[config.mk]
export PLATFORM = sky130hd
export DESIGN_NAME = swrite_framer
export DESIGN_NICKNAME = d
export VERILOG_FILES = /design/src/rtl/swf_pkg.sv /design/src/rtl/swf_len_check.sv /design/src/rtl/swf_payload_buf.sv /design/src/rtl/swf_header_pack.sv /design/src/rtl/swrite_framer.sv
export SDC_FILE = /design/constraint.sdc
export NUM_CORES = 2
export LEC_CHECK = 0
export ABC_CLOCK_PERIOD_IN_PS = 6700
export BUFFER_PORTS_ARGS = -buffer_cell sky130_fd_sc_hd__clkbuf_2
export CAP_MARGIN = 20
export CORE_MARGIN = 1.5
export CORE_UTILIZATION = 30
export DETAILED_ROUTE_END_ITERATION = 8
export PLACE_DENSITY_LB_ADDON = 0.1
export SLEW_MARGIN = 20
export SYNTH_ARGS = -nofsm -noshare
export SYNTH_HDL_FRONTEND = slang
export SYNTH_SLANG_ARGS = --single-unit
[constraint.sdc]
create_clock -name clk -period 6.7 [get_ports clk]
set_input_delay 1.34 -clock clk [delete_from_list [all_inputs] [get_ports clk]]
set_output_delay 1.34 -clock clk [all_outputs]
set_load 0.02 [all_outputs]
[src/rtl/swf_pkg.sv]
package swf_pkg;
    localparam int          BUS_W        = 128;
    localparam int          DWORD_W      = 64;
    localparam int          HDR_BYTES    = 8;
    localparam logic [3:0]  FTYPE_STREAM = 4'b0110;
    localparam logic [1:0]  TT_ID8       = 2'b00;

    typedef enum logic [1:0] {
        ST_IDLE  = 2'd0,
        ST_FIRST = 2'd1,
        ST_BODY  = 2'd2
    } fr_state_e;

    typedef struct packed {
        logic [1:0]  prio;
        logic [7:0]  dest;
        logic [7:0]  src;
        logic [28:0] addr;
        logic        wdptr;
        logic [1:0]  xam;
    } swf_req_t;
endpackage

[src/rtl/swf_len_check.sv]
module swf_len_check #(
    parameter int MAX_BYTES = 256,
    parameter int LEN_W     = 9,
    parameter int RD_W      = 6,
    parameter int BEAT_W    = 5,
    parameter int SIZE_W    = 9
) (
    input  logic [LEN_W-1:0]  len,
    output logic              ok,
    output logic [RD_W-1:0]   ndw,
    output logic [BEAT_W-1:0] last_beat,
    output logic [3:0]        empty,
    output logic [SIZE_W-1:0] size
);
    always_comb begin
        ndw       = RD_W'(len >> 3);
        ok        = (len != '0) && (len[2:0] == 3'b000) && (len <= LEN_W'(MAX_BYTES));
        last_beat = BEAT_W'(ndw >> 1);
        empty     = ndw[0] ? 4'd0 : 4'd8;
        size      = SIZE_W'(len) + SIZE_W'(swf_pkg::HDR_BYTES);
    end
endmodule

[src/rtl/swf_payload_buf.sv]
module swf_payload_buf #(
    parameter int DEPTH  = 32,
    parameter int DATA_W = 64,
    parameter int IDX_W  = 5,
    parameter int RD_W   = 6
) (
    input  logic              clk,
    input  logic              wr_en,
    input  logic [IDX_W-1:0]  wr_idx,
    input  logic [DATA_W-1:0] wr_data,
    input  logic [RD_W-1:0]   rd_hi_idx,
    input  logic [RD_W-1:0]   rd_lo_idx,
    output logic [DATA_W-1:0] rd_hi,
    output logic [DATA_W-1:0] rd_lo
);
    logic [DATA_W-1:0] slot [DEPTH];

    for (genvar i = 0; i < DEPTH; i++) begin : g_slot
        logic [DATA_W-1:0] q;
        always_ff @(posedge clk) begin
            if (wr_en && (wr_idx == IDX_W'(i))) begin
                q <= wr_data;
            end
        end
        assign slot[i] = q;
    end

    always_comb begin
        rd_hi = (rd_hi_idx < RD_W'(DEPTH)) ? slot[rd_hi_idx[IDX_W-1:0]] : '0;
        rd_lo = (rd_lo_idx < RD_W'(DEPTH)) ? slot[rd_lo_idx[IDX_W-1:0]] : '0;
    end
endmodule

[src/rtl/swf_header_pack.sv]
module swf_header_pack
    import swf_pkg::*;
(
    input  swf_req_t           req,
    output logic [DWORD_W-1:0] hdr
);
    // ackID, VC and CRF are zero; tt selects 8-bit IDs; ftype is streaming write
    assign hdr = {6'd0, 1'b0, 1'b0, req.prio, TT_ID8, FTYPE_STREAM,
                  req.dest, req.src, req.addr, req.wdptr, req.xam};
endmodule

[src/rtl/swrite_framer.sv]
module swrite_framer
    import swf_pkg::*;
#(
    parameter int MAX_BYTES = 256
) (
    input  logic         clk,
    input  logic         rst,
    input  logic         pl_wr_en,
    input  logic [4:0]   pl_wr_idx,
    input  logic [63:0]  pl_wr_data,
    input  logic         req_valid,
    input  logic [8:0]   req_len,
    input  logic [1:0]   req_prio,
    input  logic [7:0]   req_dest,
    input  logic [7:0]   req_src,
    input  logic [28:0]  req_addr,
    input  logic         req_wdptr,
    input  logic [1:0]   req_xamsbs,
    output logic         busy,
    output logic         req_err,
    input  logic         tx_ready,
    output logic         tx_valid,
    output logic         tx_sop,
    output logic         tx_eop,
    output logic [3:0]   tx_empty,
    output logic [8:0]   tx_size,
    output logic [127:0] tx_data
);
    localparam int DW_CNT = MAX_BYTES / 8;
    localparam int IDX_W  = $clog2(DW_CNT);
    localparam int RD_W   = IDX_W + 1;
    localparam int BEAT_W = $clog2(DW_CNT / 2 + 1);
    localparam int LEN_W  = $clog2(MAX_BYTES + 1);
    localparam int SIZE_W = $clog2(MAX_BYTES + HDR_BYTES + 1);

    fr_state_e          state_q, state_d;
    logic [DWORD_W-1:0] hdr_q;
    logic [BEAT_W-1:0]  beat_q, last_q;
    logic [RD_W-1:0]    ndw_q;
    logic [3:0]         empty_q;
    logic [SIZE_W-1:0]  size_q;
    logic               err_q;

    logic               len_ok;
    logic [RD_W-1:0]    len_ndw;
    logic [BEAT_W-1:0]  len_last;
    logic [3:0]         len_empty;
    logic [SIZE_W-1:0]  len_size;
    logic [DWORD_W-1:0] hdr_new;
    swf_req_t           req_fields;

    logic               idle, accept, reject, beat_go, at_last;
    logic [RD_W-1:0]    hi_idx, lo_idx;
    logic [DWORD_W-1:0] buf_hi, buf_lo;

    assign idle    = (state_q == ST_IDLE);
    assign accept  = idle && req_valid && len_ok;
    assign reject  = idle && req_valid && !len_ok;
    assign beat_go = !idle && tx_ready;
    assign at_last = (beat_q == last_q);

    assign req_fields = '{prio: req_prio, dest: req_dest, src: req_src,
                          addr: req_addr, wdptr: req_wdptr, xam: req_xamsbs};

    swf_len_check #(
        .MAX_BYTES(MAX_BYTES), .LEN_W(LEN_W), .RD_W(RD_W),
        .BEAT_W(BEAT_W), .SIZE_W(SIZE_W)
    ) u_len (
        .len      (req_len),
        .ok       (len_ok),
        .ndw      (len_ndw),
        .last_beat(len_last),
        .empty    (len_empty),
        .size     (len_size)
    );

    swf_header_pack u_hdr (
        .req(req_fields),
        .hdr(hdr_new)
    );

    // beat k carries double-words 2k-1 (upper) and 2k (lower); beat 0 upper is the header
    assign hi_idx = (RD_W'(beat_q) << 1) - RD_W'(1);
    assign lo_idx =  RD_W'(beat_q) << 1;

    swf_payload_buf #(
        .DEPTH(DW_CNT), .DATA_W(DWORD_W), .IDX_W(IDX_W), .RD_W(RD_W)
    ) u_buf (
        .clk      (clk),
        .wr_en    (pl_wr_en && idle),
        .wr_idx   (IDX_W'(pl_wr_idx)),
        .wr_data  (pl_wr_data),
        .rd_hi_idx(hi_idx),
        .rd_lo_idx(lo_idx),
        .rd_hi    (buf_hi),
        .rd_lo    (buf_lo)
    );

    // next-state
    always_comb begin
        state_d = state_q;
        unique case (state_q)
            ST_IDLE:  if (accept) state_d = ST_FIRST;
            ST_FIRST: if (beat_go) state_d = at_last ? ST_IDLE : ST_BODY;
            ST_BODY:  if (beat_go && at_last) state_d = ST_IDLE;
            default:  state_d = ST_IDLE;
        endcase
    end

    // state register
    always_ff @(posedge clk) begin
        if (rst) state_q <= ST_IDLE;
        else     state_q <= state_d;
    end

    // request capture and beat counter
    always_ff @(posedge clk) begin
        if (rst) begin
            beat_q  <= '0;
            last_q  <= '0;
            ndw_q   <= '0;
            empty_q <= '0;
            size_q  <= '0;
            hdr_q   <= '0;
            err_q   <= 1'b0;
        end else begin
            err_q <= reject;
            if (accept) begin
                beat_q  <= '0;
                last_q  <= len_last;
                ndw_q   <= len_ndw;
                empty_q <= len_empty;
                size_q  <= len_size;
                hdr_q   <= hdr_new;
            end else if (beat_go && !at_last) begin
                beat_q <= beat_q + BEAT_W'(1);
            end
        end
    end

    // outputs
    always_comb begin
        busy     = !idle;
        req_err  = err_q;
        tx_valid = !idle;
        tx_sop   = (state_q == ST_FIRST);
        tx_eop   = !idle && at_last;
        tx_empty = (!idle && at_last) ? empty_q : 4'd0;
        tx_size  = idle ? '0 : 9'(size_q);
        tx_data  = '0;
        if (!idle) begin
            tx_data[127:64] = (state_q == ST_FIRST) ? hdr_q : buf_hi;
            tx_data[63:0]   = (lo_idx < ndw_q) ? buf_lo : '0;
        end
    end

    a_r7_hold_when_stalled: assert property (@(posedge clk) disable iff (rst)
        (tx_valid && !tx_ready) |=> (tx_valid && $stable(tx_data) && $stable(tx_sop)
                                     && $stable(tx_eop) && $stable(tx_size) && $stable(tx_empty)));

    a_r10_drop_after_last: assert property (@(posedge clk) disable iff (rst)
        (tx_valid && tx_ready && tx_eop) |=> !tx_valid);

    a_r4_sop_only_first: assert property (@(posedge clk) disable iff (rst)
        (tx_valid && tx_ready && !tx_eop) |=> (tx_valid && !tx_sop));

    a_r8_err_quiet_bus: assert property (@(posedge clk) disable iff (rst)
        req_err |-> (!tx_valid && !busy));

    a_r6_empty_only_last: assert property (@(posedge clk) disable iff (rst)
        (tx_valid && !tx_eop) |-> (tx_empty == 4'd0));

    a_r6_empty_legal: assert property (@(posedge clk) disable iff (rst)
        tx_eop |-> (tx_empty == 4'd0 || tx_empty == 4'd8));

    a_r9_busy_holds_size: assert property (@(posedge clk) disable iff (rst)
        (busy && $past(busy) && !$past(tx_valid && tx_ready && tx_eop)) |-> $stable(tx_size));
endmodule

Word level (Yosys, flattened, before mapping)
Cells that the tools add are included.
Storage, ports and cells
  register bits: 2132
  word-level logic and storage cells: 158
Operators by class
  add/sub/neg operators: 3
  order comparisons: 6
  eq/ne operators: 37
  multiplexer cells: 19
  bitwise gates (word level): 2
  reductions and logical operators: 51
Operator list (number)
  binary-select mux 64 bit (select 5 bit): 2
  two-way mux 64 bit: 8
  two-way mux 128 bit: 1
  equality test 5 bit, second input constant: 16
  logical AND 1 bit: 42
  equality test 5 x 4 -> 1 bit, second input constant: 8
  equality test 5 x 3 -> 1 bit, second input constant: 4
  greater-or-equal comparator 6 bit, second input constant: 2
  less-than comparator 6 bit, second input constant: 2
  inverter 5 -> 6 bit: 2
  equality test 5 x 2 -> 1 bit, second input constant: 2
  adder 9 x 4 -> 9 bit, second input constant: 1
  less-or-equal comparator 9 bit, second input constant: 1
  two-way mux 9 bit: 1
  nonzero test 9 bit: 1
  two-way mux 2 bit: 4
  two-way mux 4 bit: 2
  less-than comparator 6 bit: 1
  one-hot mux 2 bit (3 select lines): 1
  subtractor 6 x 1 -> 6 bit, second input constant: 1
  adder 5 x 1 -> 5 bit, second input constant: 1
  equality test 5 x 1 -> 1 bit, second input constant: 1
  equality test 5 bit: 1
  zero test 5 bit: 1
  9 further kinds: 12

Longest topological paths before layout
  depth after elaboration: 8
  depth in mapped cells: 11

By module
From an unflattened synthesis, not the netlist that was laid out.
Second synthesis, totals
  cells, all modules: 5317
  area, all modules: 99586.8 um2
By module, submodules not included
  swf_payload_buf: instances 1, cells an instance 4469, area each 93865.0 um2, sequential area each 61499.0 um2
  swrite_framer: instances 1, cells an instance 749, area each 4996.0 um2, sequential area each 1921.8 um2
  swf_header_pack: instances 1, cells an instance 66, area each 488.0 um2, sequential area each 0.0 um2
  swf_len_check: instances 1, cells an instance 33, area each 237.7 um2, sequential area each 0.0 um2

Worst setup path after synthesis
OpenSTA, ideal clock, no wires.
  path type: input-to-reg
  from: input pl_wr_idx[0]
  to: register u_buf.g_slot[12].q[0] (enable)
  setup time: 486 ps
  arrival time: 4497 ps
  slack: 1716 ps
  stages on the path: 3
  cells stage by stage: or2_2 buf_1 nor2_1
Between the ends
  longest elaborated chain between the ends: 2
Ends and longest elaborated chain
  from (decl): RTL line swrite_framer.sv:9  | input logic [4:0] pl_wr_idx,
  equality test 5 x 4 -> 1 bit: RTL line swf_payload_buf.sv:21  | if (wr_en && (wr_idx == IDX_W'(i))) begin
  logical AND 1 bit: RTL line swf_payload_buf.sv:21
  to (signal assigned): RTL line swf_payload_buf.sv:22  | q <= wr_data;
  to (decl): RTL line swf_payload_buf.sv:19  | logic [DATA_W-1:0] q;
No other way between the ends.
A chain may end at the register's enable or synchronous reset.

Worst setup path in the final report
  from: register beat_q[1]
  to: output tx_data[118]
Between the ends
  longest elaborated chain between the ends: 8
  elaborated cells on any way between the ends: 9
Ends and longest elaborated chain
  from (decl): RTL line swrite_framer.sv:38  | logic [BEAT_W-1:0] beat_q, last_q;
  from (signal assigned): RTL line swrite_framer.sv:136  | beat_q <= beat_q + BEAT_W'(1);
  subtractor 6 x 1 -> 6 bit *: RTL line swrite_framer.sv:83  | assign hi_idx = (RD_W'(beat_q) << 1) - RD_W'(1);
  inverter 5 -> 6 bit (not written as such): RTL line swf_payload_buf.sv:29  | rd_hi = (rd_hi_idx < RD_W'(DEPTH)) ? slot[rd_hi_idx[IDX_W-1:0]] : '0;
  binary-select mux 64 bit (select 5 bit): RTL line swf_payload_buf.sv:29
  two-way mux 64 bit (not written as such) (2 in series): RTL line swf_payload_buf.sv:29
  two-way mux 64 bit *: RTL line swf_payload_buf.sv:29
  two-way mux 64 bit *: RTL line swrite_framer.sv:152  | tx_data[127:64] = (state_q == ST_FIRST) ? hdr_q : buf_hi;
  two-way mux 128 bit *: RTL line swrite_framer.sv:151  | if (!idle) begin
  to (decl): RTL line swrite_framer.sv:27  | output logic [127:0] tx_data
Every way passes the cells marked *; elsewhere a longest branch is shown, timed or not. The select of a mux whose other input is x is not followed.

==> results.tsv <==
metric	value	unit
synthToLayoutAreaGrowth	17.1	%
grt_max_degree	119	
cp.required	5.36	ns
ys_seq_elements	2122	
yosysSeqAreaShare	0.772	
cap_viol_max_count	0	
numCtsBuffers	239	
worstSkewPairLatency	0.88	ns
dp_slack	1.40	ns
die_width	524	um
synth_edf_count	2048	
htree_levels	4	
worstSetupStartpointType	flip-flop	
io_buffers	275	
die_h	524	um
status	finished, final reports clean	
worstRegToRegCells	6	
period_needed	6.07	ns
cts.sinks	2122	
cts_resized	0	
worst-path-max-fanout	45	
cts_tree	built	
overflow	0	
vias	39700	
hold_viol	0	
netlist_top_cells_count	edfxtp_1 (2048), mux4_2 (512), nand2_1 (312), a21oi_1 (162), mux2i_1 (117)	
r2r_setup_slack	2.97	ns
rsz0062_at_grt	no	
dieArea	275000	sq um
setup_slack	0.632	ns
clkSlewWorstSetupHoldPaths	0.06	ns
first_global_vias	41800	
grt_use_total	0.173	
drt_drc_violations_left	0	
final_nets	4379	
cts_hold_buf	0	
layout-drive-gt1-share	0.308	
avgSynthCellArea	21.2	sq um
ys.flop_type	edfxtp_1	
async_reset_ff_frac	0	
ir_drop	0.217	mV
dr.pass1.iters	5	
maxClockFrequency	165	MHz
yosys_warnings	0	
max-clock-path-buffers	4	
yosys.cell_types.count	41	
yosysTopAreaCellShare	0.754	
finalMaxSlewViolations	0	
fp-row-count	191	
routed_wirelength	239	mm
fin_area	95500	sq um
vias_per_cell	4.96	
yosysTopAreaCell	edfxtp_1	
antenna_found_initial	21	
place_hpwl	129	mm
synth.cell_area	81600	sq um
synth_most_common_cell	edfxtp_1	
syn_inst	3838	
pin_count	279	
routedWlPerCell	29.9	um
critPathCaptureType	primary output	
grt_pass1_wl	334	mm
hold_path.class	flip-flop to flip-flop	
fin_setup_tns	0	ns
gp_congestion	0.711	
postCtsSetupRepairBufs	0	
initial_core_util	0.301	
pwr_density_cell	291	nW/um^2
leakage	29.8	nW
drtIter0Drc	3060	
yosys-top-cells-area	edfxtp_1 (75%), mux4_2 (14%), dfxtp_1 (1.8%)	
hold_path_depth	2	
worst_pin_slew	1.08	ns
place_area	88000	sq um
finalClockSkew	0.0586	ns
max_slew_margin	0.278	
coreArea	271000	sq um
critical_path_arrival	4.73	ns
critPathKind	flip-flop to primary output	
ant_nets	0	
power.total	27.8	mW
min_period_over_period	0.906	
cts_root_buf	clkbuf_16	
setup_violations	0	
[critical path: stages, from the launching register on]
cell	delay (ns)
dfxtp_4	0.77
inv_4	0.32
ha_4	1.02
buf_12	0.38
mux4_2	0.25
mux2i_1	0.07
o221ai_1	0.62
clkbuf_2	0.30
[stage by stage]
| step | hold WS (ns) | instances | util |
|---|---|---|---|
| floorplan | 0.427 | 3840 | - |
| global placement | 0.434 | 7566 | 0.325 |
| detailed placement | 0.445 | 7566 | 0.325 |
| CTS | 0.453 | 7994 | 0.353 |
| global route | 0.470 | 7997 | 0.353 |
| finish | 0.454 | 7999 | 0.353 |
[where the power goes]
part           switching [mW]  internal (mW)
clock network            5.27           7.35
logic                   0.383         0.0845
registers              0.0197           14.6
total                    5.68           22.1
[state kept, by name (all words and copies together), names as in the netlist]
name	cells
u_buf.g_slot.q	2048
hdr_q	51
size_q	9
beat_q	5
last_q	5
state_q	2
ndw_q	1
req_err	1
[layout make-up]
class	count	area (sq um)
tap	3570	4470
clock buffer	310	6420
antenna	4	10.0
sequential	2122	63000
clock inverter	118	1060
fill	25300	175000
timing repair buffer	385	2680
inverter	13	51.3
multi-input combinational	1477	17800
[cells by family after synthesis]
family,synth area share
compound gates,0.0217
xor+xnor,0.00129
fa+ha+maj,0.00123
buf+inv,0.0137
flops,0.772
mux,0.165
other cells,0.0000460
simple gates,0.0252
[cell usage in the layout (no fill, tap or decap), types with 9 or more instances in the layout]
| master | n |
|---|---|
| a211oi_1 | 27 |
| a21oi_1 | 161 |
| a21oi_2 | 29 |
| and2_1 | 9 |
| buf_12 | 36 |
| buf_4 | 74 |
| bufinv_16 | 17 |
| clkbuf_1 | 56 |
| clkbuf_16 | 241 |
| clkbuf_2 | 274 |
| clkbuf_8 | 13 |
| clkinv_1 | 48 |
| clkinv_2 | 40 |
| dfxtp_1 | 70 |
| edfxtp_1 | 2048 |
| inv_1 | 12 |
| mux2_2 | 64 |
| mux2i_1 | 117 |
| mux4_2 | 512 |
| nand2_1 | 310 |
| nor2_1 | 11 |
| nor2_4 | 33 |
| nor2b_1 | 15 |
| nor3_1 | 77 |
| o221ai_1 | 50 |
[per-layer routing]
metal  wire length [um]  part of all wire  GRT usage
met4               4930             0.021     0.0394
met5                 68           0.00028          0
met2             118000              0.49      0.290
met1             107000              0.45      0.237
met3               9620             0.040     0.0246
[final timing paths]
check                                to       start
setup / recovery           tx_data[118]   beat_q[1]
hold / removal                size_q[8]   size_q[8]
hold reg to reg               size_q[8]   size_q[8]
setup reg to reg  u_buf.g_slot[13].q[4]  state_q[1]
Note: power is estimated with default switching activity, not from simulation.
